[config.mk]
export PLATFORM = sky130hd
export DESIGN_NAME = srx_frame_rx
export DESIGN_NICKNAME = d
export VERILOG_FILES = /design/src/rtl/srx_pkg.sv /design/src/rtl/srx_pin_stage.sv /design/src/rtl/srx_reset_gate.sv /design/src/rtl/srx_deser.sv /design/src/rtl/srx_frame_rx.sv
export SDC_FILE = /design/constraint.sdc
export NUM_CORES = 1
export LEC_CHECK = 0
export BUFFER_PORTS_ARGS = -buffer_cell sky130_fd_sc_hd__buf_4
export CAP_MARGIN = 20
export CORE_ASPECT_RATIO = 1.1
export CORE_MARGIN = 5
export CORE_UTILIZATION = 40
export CTS_BUF_LIST = sky130_fd_sc_hd__clkbuf_8 sky130_fd_sc_hd__clkbuf_16
export DETAILED_ROUTE_END_ITERATION = 8
export PLACE_DENSITY_LB_ADDON = 0.15
export SLEW_MARGIN = 30
export SYNTH_ARGS = -nofsm -noshare
export SYNTH_HDL_FRONTEND = slang
export SYNTH_SLANG_ARGS = --single-unit
[constraint.sdc]
create_clock -name clk -period 3.8 [get_ports clk]
set_input_delay 0.76 -clock clk [delete_from_list [all_inputs] [get_ports clk]]
set_output_delay 0.76 -clock clk [all_outputs]
set_load 0.01 [all_outputs]
[src/rtl/srx_pkg.sv]
package srx_pkg;

   localparam int SRX_CODE_W = 3;

   typedef enum logic [1:0] {
      ST_IDLE,
      ST_DELAY,
      ST_DATA
   } srx_state_e;

   // Bit count selected by the word length code; codes above 5 act as 32.
   function automatic logic [5:0] srx_code_bits(input logic [SRX_CODE_W-1:0] code);
      case (code)
         3'd0:    srx_code_bits = 6'd8;
         3'd1:    srx_code_bits = 6'd12;
         3'd2:    srx_code_bits = 6'd16;
         3'd3:    srx_code_bits = 6'd20;
         3'd4:    srx_code_bits = 6'd24;
         default: srx_code_bits = 6'd32;
      endcase
   endfunction

endpackage

[src/rtl/srx_pin_stage.sv]
module srx_pin_stage #(
   parameter int STAGES = 1
) (
   input  logic clk,
   input  logic rst_n,
   input  logic bclk_i,
   input  logic fs_i,
   input  logic dat_i,
   input  logic clk_pol,
   input  logic fs_pol,
   output logic smp_o,
   output logic edge_o,
   output logic fs_act_o,
   output logic dat_o
);
   localparam int LAST = STAGES - 1;

   logic [STAGES-1:0] bclk_s, fs_s, dat_s;
   logic              bclk_d;
   logic              rise, fall;

   generate
      if (STAGES == 1) begin : g_single
         always_ff @(posedge clk or negedge rst_n) begin
            if (!rst_n) begin
               bclk_s <= '0;
               fs_s   <= '0;
               dat_s  <= '0;
            end else begin
               bclk_s[0] <= bclk_i;
               fs_s[0]   <= fs_i;
               dat_s[0]  <= dat_i;
            end
         end
      end else begin : g_chain
         always_ff @(posedge clk or negedge rst_n) begin
            if (!rst_n) begin
               bclk_s <= '0;
               fs_s   <= '0;
               dat_s  <= '0;
            end else begin
               bclk_s <= {bclk_s[STAGES-2:0], bclk_i};
               fs_s   <= {fs_s[STAGES-2:0], fs_i};
               dat_s  <= {dat_s[STAGES-2:0], dat_i};
            end
         end
      end
   endgenerate

   always_ff @(posedge clk or negedge rst_n) begin
      if (!rst_n) bclk_d <= 1'b0;
      else        bclk_d <= bclk_s[LAST];
   end

   always_comb begin
      rise     = bclk_s[LAST] & ~bclk_d;
      fall     = ~bclk_s[LAST] & bclk_d;
      smp_o    = clk_pol ? rise : fall;
      edge_o   = rise | fall;
      fs_act_o = fs_s[LAST] ^ fs_pol;
      dat_o    = dat_s[LAST];
   end

endmodule

[src/rtl/srx_reset_gate.sv]
module srx_reset_gate (
   input  logic clk,
   input  logic rst_n,
   input  logic bclk_edge,
   input  logic enable,
   output logic active
);
   // The receiver follows its release bit only when the bit clock moves.
   always_ff @(posedge clk or negedge rst_n) begin
      if (!rst_n)         active <= 1'b0;
      else if (bclk_edge) active <= enable;
   end

endmodule

[src/rtl/srx_deser.sv]
module srx_deser
   import srx_pkg::*;
#(
   parameter int WORD_W  = 32,
   parameter int FLEN_W  = 7,
   parameter int DELAY_W = 2
) (
   input  logic               clk,
   input  logic               rst_n,
   input  logic               active,
   input  logic               smp,
   input  logic               fs_act,
   input  logic               dat,
   input  logic [SRX_CODE_W-1:0] wlen_code,
   input  logic [FLEN_W-1:0]  frame_len,
   input  logic [DELAY_W-1:0] delay,
   output logic               word_done,
   output logic [WORD_W-1:0]  word,
   output logic [FLEN_W-1:0]  slot
);
   localparam int CNT_W = $clog2(WORD_W + 1);

   srx_state_e         state_q;
   logic               fs_prev_q;
   logic [DELAY_W-1:0] dly_q;
   logic [CNT_W-1:0]   cnt_q, cnt_nx, wl;
   logic [WORD_W-1:0]  sh_q, sh_keep, sh_nx;
   logic [FLEN_W-1:0]  slot_q;
   logic               fs_start, take_bit;

   always_comb begin
      wl       = CNT_W'(srx_code_bits(wlen_code));
      fs_start = active && smp && fs_act && !fs_prev_q;
      take_bit = 1'b0;
      if (active && smp) begin
         if (fs_start)                take_bit = (delay == '0);
         else if (state_q == ST_DATA)  take_bit = 1'b1;
         else if (state_q == ST_DELAY) take_bit = (dly_q == DELAY_W'(1));
      end
      cnt_nx    = (fs_start ? '0 : cnt_q) + CNT_W'(1);
      sh_keep   = fs_start ? '0 : sh_q;
      sh_nx     = {sh_keep[WORD_W-2:0], dat};
      word_done = take_bit && (cnt_nx == wl);
      word      = sh_nx;
      slot      = fs_start ? '0 : slot_q;
   end

   always_ff @(posedge clk or negedge rst_n) begin
      if (!rst_n) begin
         state_q   <= ST_IDLE;
         fs_prev_q <= 1'b0;
         dly_q     <= '0;
         cnt_q     <= '0;
         sh_q      <= '0;
         slot_q    <= '0;
      end else if (!active) begin
         state_q   <= ST_IDLE;
         fs_prev_q <= 1'b0;
         dly_q     <= '0;
         cnt_q     <= '0;
         sh_q      <= '0;
         slot_q    <= '0;
      end else if (smp) begin
         fs_prev_q <= fs_act;
         if (fs_start) begin
            // Restart the frame, dropping any partial word.
            slot_q <= '0;
            cnt_q  <= '0;
            sh_q   <= '0;
            dly_q  <= delay;
            state_q <= (delay == '0) ? ST_DATA : ST_DELAY;
         end else if (state_q == ST_DELAY && !take_bit) begin
            dly_q <= dly_q - DELAY_W'(1);
         end
         if (take_bit) begin
            if (word_done) begin
               cnt_q <= '0;
               sh_q  <= '0;
               if (slot == frame_len) begin
                  state_q <= ST_IDLE;
               end else begin
                  state_q <= ST_DATA;
                  slot_q  <= slot + FLEN_W'(1);
               end
            end else begin
               cnt_q   <= cnt_nx;
               sh_q    <= sh_nx;
               state_q <= ST_DATA;
            end
         end
      end
   end

endmodule

[src/rtl/srx_frame_rx.sv]
module srx_frame_rx
   import srx_pkg::*;
#(
   parameter int WORD_W      = 32,
   parameter int FLEN_W      = 7,
   parameter int DELAY_W     = 2,
   parameter int SYNC_STAGES = 1
) (
   input  logic               clk,
   input  logic               rst_n,
   input  logic               rx_bclk,
   input  logic               rx_fs,
   input  logic               rx_dat,
   input  logic               cfg_enable,
   input  logic [2:0]         cfg_wlen_code,
   input  logic [FLEN_W-1:0]  cfg_frame_len,
   input  logic [DELAY_W-1:0] cfg_delay,
   input  logic               cfg_clk_pol,
   input  logic               cfg_fs_pol,
   input  logic               rd_ack,
   output logic [WORD_W-1:0]  rx_word,
   output logic [FLEN_W-1:0]  rx_slot,
   output logic               rx_ready,
   output logic               rx_overrun,
   output logic               rx_out_of_reset
);
   generate
      if (WORD_W < 32) begin : g_bad_word_w
         $error("srx_frame_rx: WORD_W must hold a 32-bit word");
      end
      if (FLEN_W < 1) begin : g_bad_flen_w
         $error("srx_frame_rx: FLEN_W must be at least 1");
      end
      if (DELAY_W < 1) begin : g_bad_delay_w
         $error("srx_frame_rx: DELAY_W must be at least 1");
      end
      if (SYNC_STAGES < 1 || SYNC_STAGES > 2) begin : g_bad_stages
         $error("srx_frame_rx: SYNC_STAGES must be 1 or 2");
      end
   endgenerate

   logic              smp, bclk_edge, fs_act, dat_s, active;
   logic              done_c, pend_q;
   logic [WORD_W-1:0] word_c;
   logic [FLEN_W-1:0] slot_c;

   srx_pin_stage #(.STAGES(SYNC_STAGES)) u_pins (
      .clk      (clk),
      .rst_n    (rst_n),
      .bclk_i   (rx_bclk),
      .fs_i     (rx_fs),
      .dat_i    (rx_dat),
      .clk_pol  (cfg_clk_pol),
      .fs_pol   (cfg_fs_pol),
      .smp_o    (smp),
      .edge_o   (bclk_edge),
      .fs_act_o (fs_act),
      .dat_o    (dat_s)
   );

   srx_reset_gate u_gate (
      .clk       (clk),
      .rst_n     (rst_n),
      .bclk_edge (bclk_edge),
      .enable    (cfg_enable),
      .active    (active)
   );

   srx_deser #(.WORD_W(WORD_W), .FLEN_W(FLEN_W), .DELAY_W(DELAY_W)) u_deser (
      .clk       (clk),
      .rst_n     (rst_n),
      .active    (active),
      .smp       (smp),
      .fs_act    (fs_act),
      .dat       (dat_s),
      .wlen_code (cfg_wlen_code),
      .frame_len (cfg_frame_len),
      .delay     (cfg_delay),
      .word_done (done_c),
      .word      (word_c),
      .slot      (slot_c)
   );

   always_ff @(posedge clk or negedge rst_n) begin
      if (!rst_n) begin
         rx_word  <= '0;
         rx_slot  <= '0;
         rx_ready <= 1'b0;
      end else begin
         rx_ready <= done_c;
         if (done_c) begin
            rx_word <= word_c;
            rx_slot <= slot_c;
         end
      end
   end

   // The acknowledge refers to the word presented before this cycle's edge.
   always_ff @(posedge clk or negedge rst_n) begin
      if (!rst_n) begin
         pend_q     <= 1'b0;
         rx_overrun <= 1'b0;
      end else if (!active) begin
         pend_q     <= 1'b0;
         rx_overrun <= 1'b0;
      end else if (done_c) begin
         if (pend_q && !rd_ack) rx_overrun <= 1'b1;
         pend_q <= 1'b1;
      end else if (rd_ack) begin
         pend_q <= 1'b0;
      end
   end

   assign rx_out_of_reset = active;

endmodule

==> metrics.csv <==
stage,metric,value,unit
outcome,status,"finished, final reports clean",
synthesis,syn avg cell area,10.28,sq um
die,I/O pins,63,
die,Initial Util,0.4100,
pwr,leak pwr,2.576,nW
pwr,Seq pwr share,0.477,
pwr,Sw Pwr,0.5372,mW
worst_setup_path,"Cell Chain, Critical Path",inv_1 > ha_1 > mux2_2 > nand3_4 > and2_1 > ha_1 > nand3_1 > xor2_1 > o21a_1 > o21a_1 > nand3_2 > inv_2 > nor2_1 > a221o_1,
layout,P&R area growth vs syn,20.34,%
place,Cells after DPL,631,
die,Die Width,111.3,microns
worst_setup_path,Arrival @ worst endpoint,3480,ps
sta,Worst Skew,6.780,ps
flow_run,Max-Cap Viols,0,
die,Row Count,40,
detailed_routing,routed len/inst,16.07,microns
die,die height,121.4,microns
layout,Layout Cell Area excl Fill,5433,sq um
worst_setup_path,Worst path max stage delay,370,ps
synthesis,post-synthesis sequential area ratio,0.5322,
sta,# setup viols final,0,
die,area of the die,13510,sq um
pwr,Comb pwr share,0.091,
synthesis,Mapped Area,4514,sq um
synthesis,Syn Inst Count,439,
detailed_routing,drt total wl,10400,microns
pwr,Net Sw Frac,0.2454,
cts,clk buf depth,2,
global_route,largest net degree at the start of global routing,48,
worst_setup_path,Worst setup EP type,flip-flop,
detailed_routing,DR vias,3486,
layout,FF+latch area,2402,sq um
place,Post-Place Cell Area,5119,sq um
pwr,power per cell area,402.8,nW/um^2
place,Place WS,273.3,ps
worst_setup_path,Setup Crit Path Kind,reg2reg,
sta,unrepaired setup endpoints after global routing,no,
sta,hold slack final,411.0,ps
synthesis,Post-synth ARST share,1.000,
worst_setup_path,FF-to-FF setup slack,540,ps
sta,setup TNS,0,ps
sta,final setup margin,541.3,ps
detailed_routing,vias per inst,5.388,
sta,Final Cycle Share,0.8576,
synthesis,Syn Nets,466,
synthesis,#FFs+latches synth,96,
detailed_routing,antenna-violating nets left,0,
worst_setup_path,Crit path depth,14,
global_route,gr usage total,0.1609,
place,Port Buffers,62,
place,post-detail-place hpwl,7270,microns
layout,Layout fillers,1032,
synthesis,ys flop type,dfrtp_1,
global_route,grt total ovfl,0,
layout,n_diodes,0,
sta,min cycle time layout,3259,ps
cts,Worst-path clk slew,70,ps
global_route,first-pass GRT wire length,17470,microns
synthesis,Yosys Warn Count,0,
sta,worst slew pin tran,587.1,ps
cts,Post-CTS Setup Inserts,0,
layout,Multi-input gate area,1961,sq um
cts,Post-CTS Resized,0,
worst_setup_path,CP top delay family,simple AND/OR/NAND/NOR gates,
layout,Final Net Count,522,
cts,H-tree lvl count,3,
pwr,Clk pwr share,0.432,
cts,CTS Hold Bufs,0,
cts,CTS sink count,96,
cts,clock root buffer,clkbuf_16,
sta,Slew Limit Fails,0,
global_route,initial antenna violation count,0,
place,Final GP Congestion,0.8375,
cts,CTS tree,done,
worst_setup_path,CP max FO,12,
sta,Relative slew margins,0.6072,
worst_setup_path,sum of buffers and inverters on the critical path,2,
layout,final cell count without fillers,647,
cts,TritonCTS Buffers,9,
detailed_routing,1st-iter DRT viols,202,
layout,layout cells sized above 1,0.2180,
synthesis,Netlist cell types,58,
worst_hold_path,Hold WC Path Type,in2async,
pwr,Internal,1.651,mW
worst_setup_path,Register-to-Register Path Depth,14,
cts,clk_lat worst skew,340,ps
worst_setup_path,Slowest cell on crit path,dfrtp_1,
die,core area,11010,sq um
global_route,number of global-route vias before repair,3470,
detailed_routing,Remaining DRCs,0,
worst_setup_path,CP Launch Type,flip-flop,
worst_setup_path,Crit path required time,4030,ps
sta,Final Hold Fails,0,
synthesis,"EDFF count, synth",0,
sta,Max Fclk,306.9,MHz
pwr,peak supply drop,0.2566,mV
detailed_routing,drt pass-1 iters,4,
[worst paths after layout]
check | start | end
setup / recovery | u_pins.bclk_s | u_deser.cnt_q[5]
hold / removal | rst_n | u_deser.sh_q[21]
setup reg to reg | u_pins.bclk_s | u_deser.cnt_q[5]
hold reg to reg | u_pins.bclk_s | u_pins.bclk_d
max in group asynchronous | rst_n | rx_word[15]
min in group clk | u_pins.bclk_s | u_pins.bclk_d
[sequential cells by signal, indices dropped and copies added, names as in the netlist, 2 cells and up]
| register | flops |
|---|---|
| rx_word | 32 |
| u_deser.sh_q | 31 |
| rx_slot | 7 |
| u_deser.slot_q | 7 |
| u_deser.cnt_q | 6 |
| u_deser.dly_q | 2 |
| u_deser.state_q | 2 |
[stage by stage]
| step | utilization | power (mW) |
|---|---|---|
| after floorplan | - | 1.176 |
| after global placement | 0.4649 | 1.260 |
| after detailed placement | 0.4649 | 1.264 |
| after CTS | 0.4934 | 2.219 |
| after global routing | 0.4934 | 2.294 |
| final | 0.4934 | 2.189 |
[layout by cell type, fill, tap and decap left out, drive strengths merged, types with 5 or more instances in the layout]
master	instances
dfrtp	96
nand2	93
buf	72
o21ai	46
a22o	34
nor2	19
clkbuf	11
a21oi	9
and2	9
and3	8
nand3	8
a31oi	7
xnor2	7
inv	7
ha	6
mux2	5
[cells by family after synthesis]
family / synth area share
buffers and inverters: 0.03436
muxes: 0.02217
adders and majority gates: 0.01663
DFF: 0.5321
xor gates and xnor gates: 0.02772
AOI/OAI and AO/OA: 0.1971
and+or+nand+nor: 0.1699
[area by class of cell]
type | instances | area share
clock inverters | 5 | 0.01129
repair buffers | 72 | 0.1018
inverters | 5 | 0.003455
flip-flops and latches | 96 | 0.4422
well taps | 147 | 0.03386
multi-input cells | 311 | 0.3609
clock buffers | 11 | 0.04652
[Yosys cell counts (2+ instances only)]
master | count | area share
dfrtp_1 | 96 | 0.53
nand2_1 | 93 | 0.077
o21ai_0 | 45 | 0.050
a22o_1 | 34 | 0.066
nor2_1 | 18 | 0.015
clkbuf_1 | 14 | 0.012
a21oi_1 | 9 | 0.010
buf_2 | 9 | 0.010
and2_1 | 8 | 0.011
and3_1 | 8 | 0.011
a31oi_1 | 7 | 0.0097
ha_1 | 6 | 0.017
nand3_1 | 6 | 0.0067
xnor2_1 | 6 | 0.012
mux2_2 | 5 | 0.012
inv_1 | 4 | 0.0033
nor2b_1 | 4 | 0.0055
o21a_1 | 4 | 0.0067
o32ai_1 | 4 | 0.0078
a211o_1 | 3 | 0.0058
a21o_1 | 3 | 0.0050
a32o_1 | 3 | 0.0067
buf_6 | 3 | 0.0075
mux2i_1 | 3 | 0.0067
nand2b_1 | 3 | 0.0042
nor4bb_1 | 3 | 0.0067
o31ai_1 | 3 | 0.0050
and4_4 | 2 | 0.0050
nor3_1 | 2 | 0.0022
o2bb2ai_1 | 2 | 0.0039
xor2_1 | 2 | 0.0039
[worst reg2reg max path, stage by stage, from the launching register on]
cell and delay [ps]:
dfrtp_1 370, inv_1 50, ha_1 200, mux2_2 340
nand3_4 160, and2_1 180, ha_1 320, nand3_1 210
xor2_1 260, o21a_1 150, o21a_1 170, nand3_2 160
inv_2 170, nor2_1 110, a221o_1 310
[per-layer routing]
| layer | GRT usage | wire length, microns | vias to the layer above |
|---|---|---|---|
| li1 | - | - | 1679 |
| met1 | 0.2191 | 4900 | 1713 |
| met2 | 0.2538 | 4938 | 82 |
| met3 | 0.03491 | 401 | 12 |
| met4 | 0.05856 | 157 | 0 |
| met5 | 0 | 0 | - |
[power by group through the flow]
| stage | clock network [mW] | registers (mW) | logic, mW |
|---|---|---|---|
| 6_report | 0.946 | 1.04 | 0.198 |
| 5_1_grt | 1.03 | 1.05 | 0.222 |
| 4_1_cts | 0.974 | 1.04 | 0.201 |
| 3_5_place_dp | 0 | 1.06 | 0.201 |
| 3_3_place_gp | 0 | 1.06 | 0.197 |
| 2_1_floorplan | 0 | 1.06 | 0.114 |
Power figures use the tool's default switching activity.
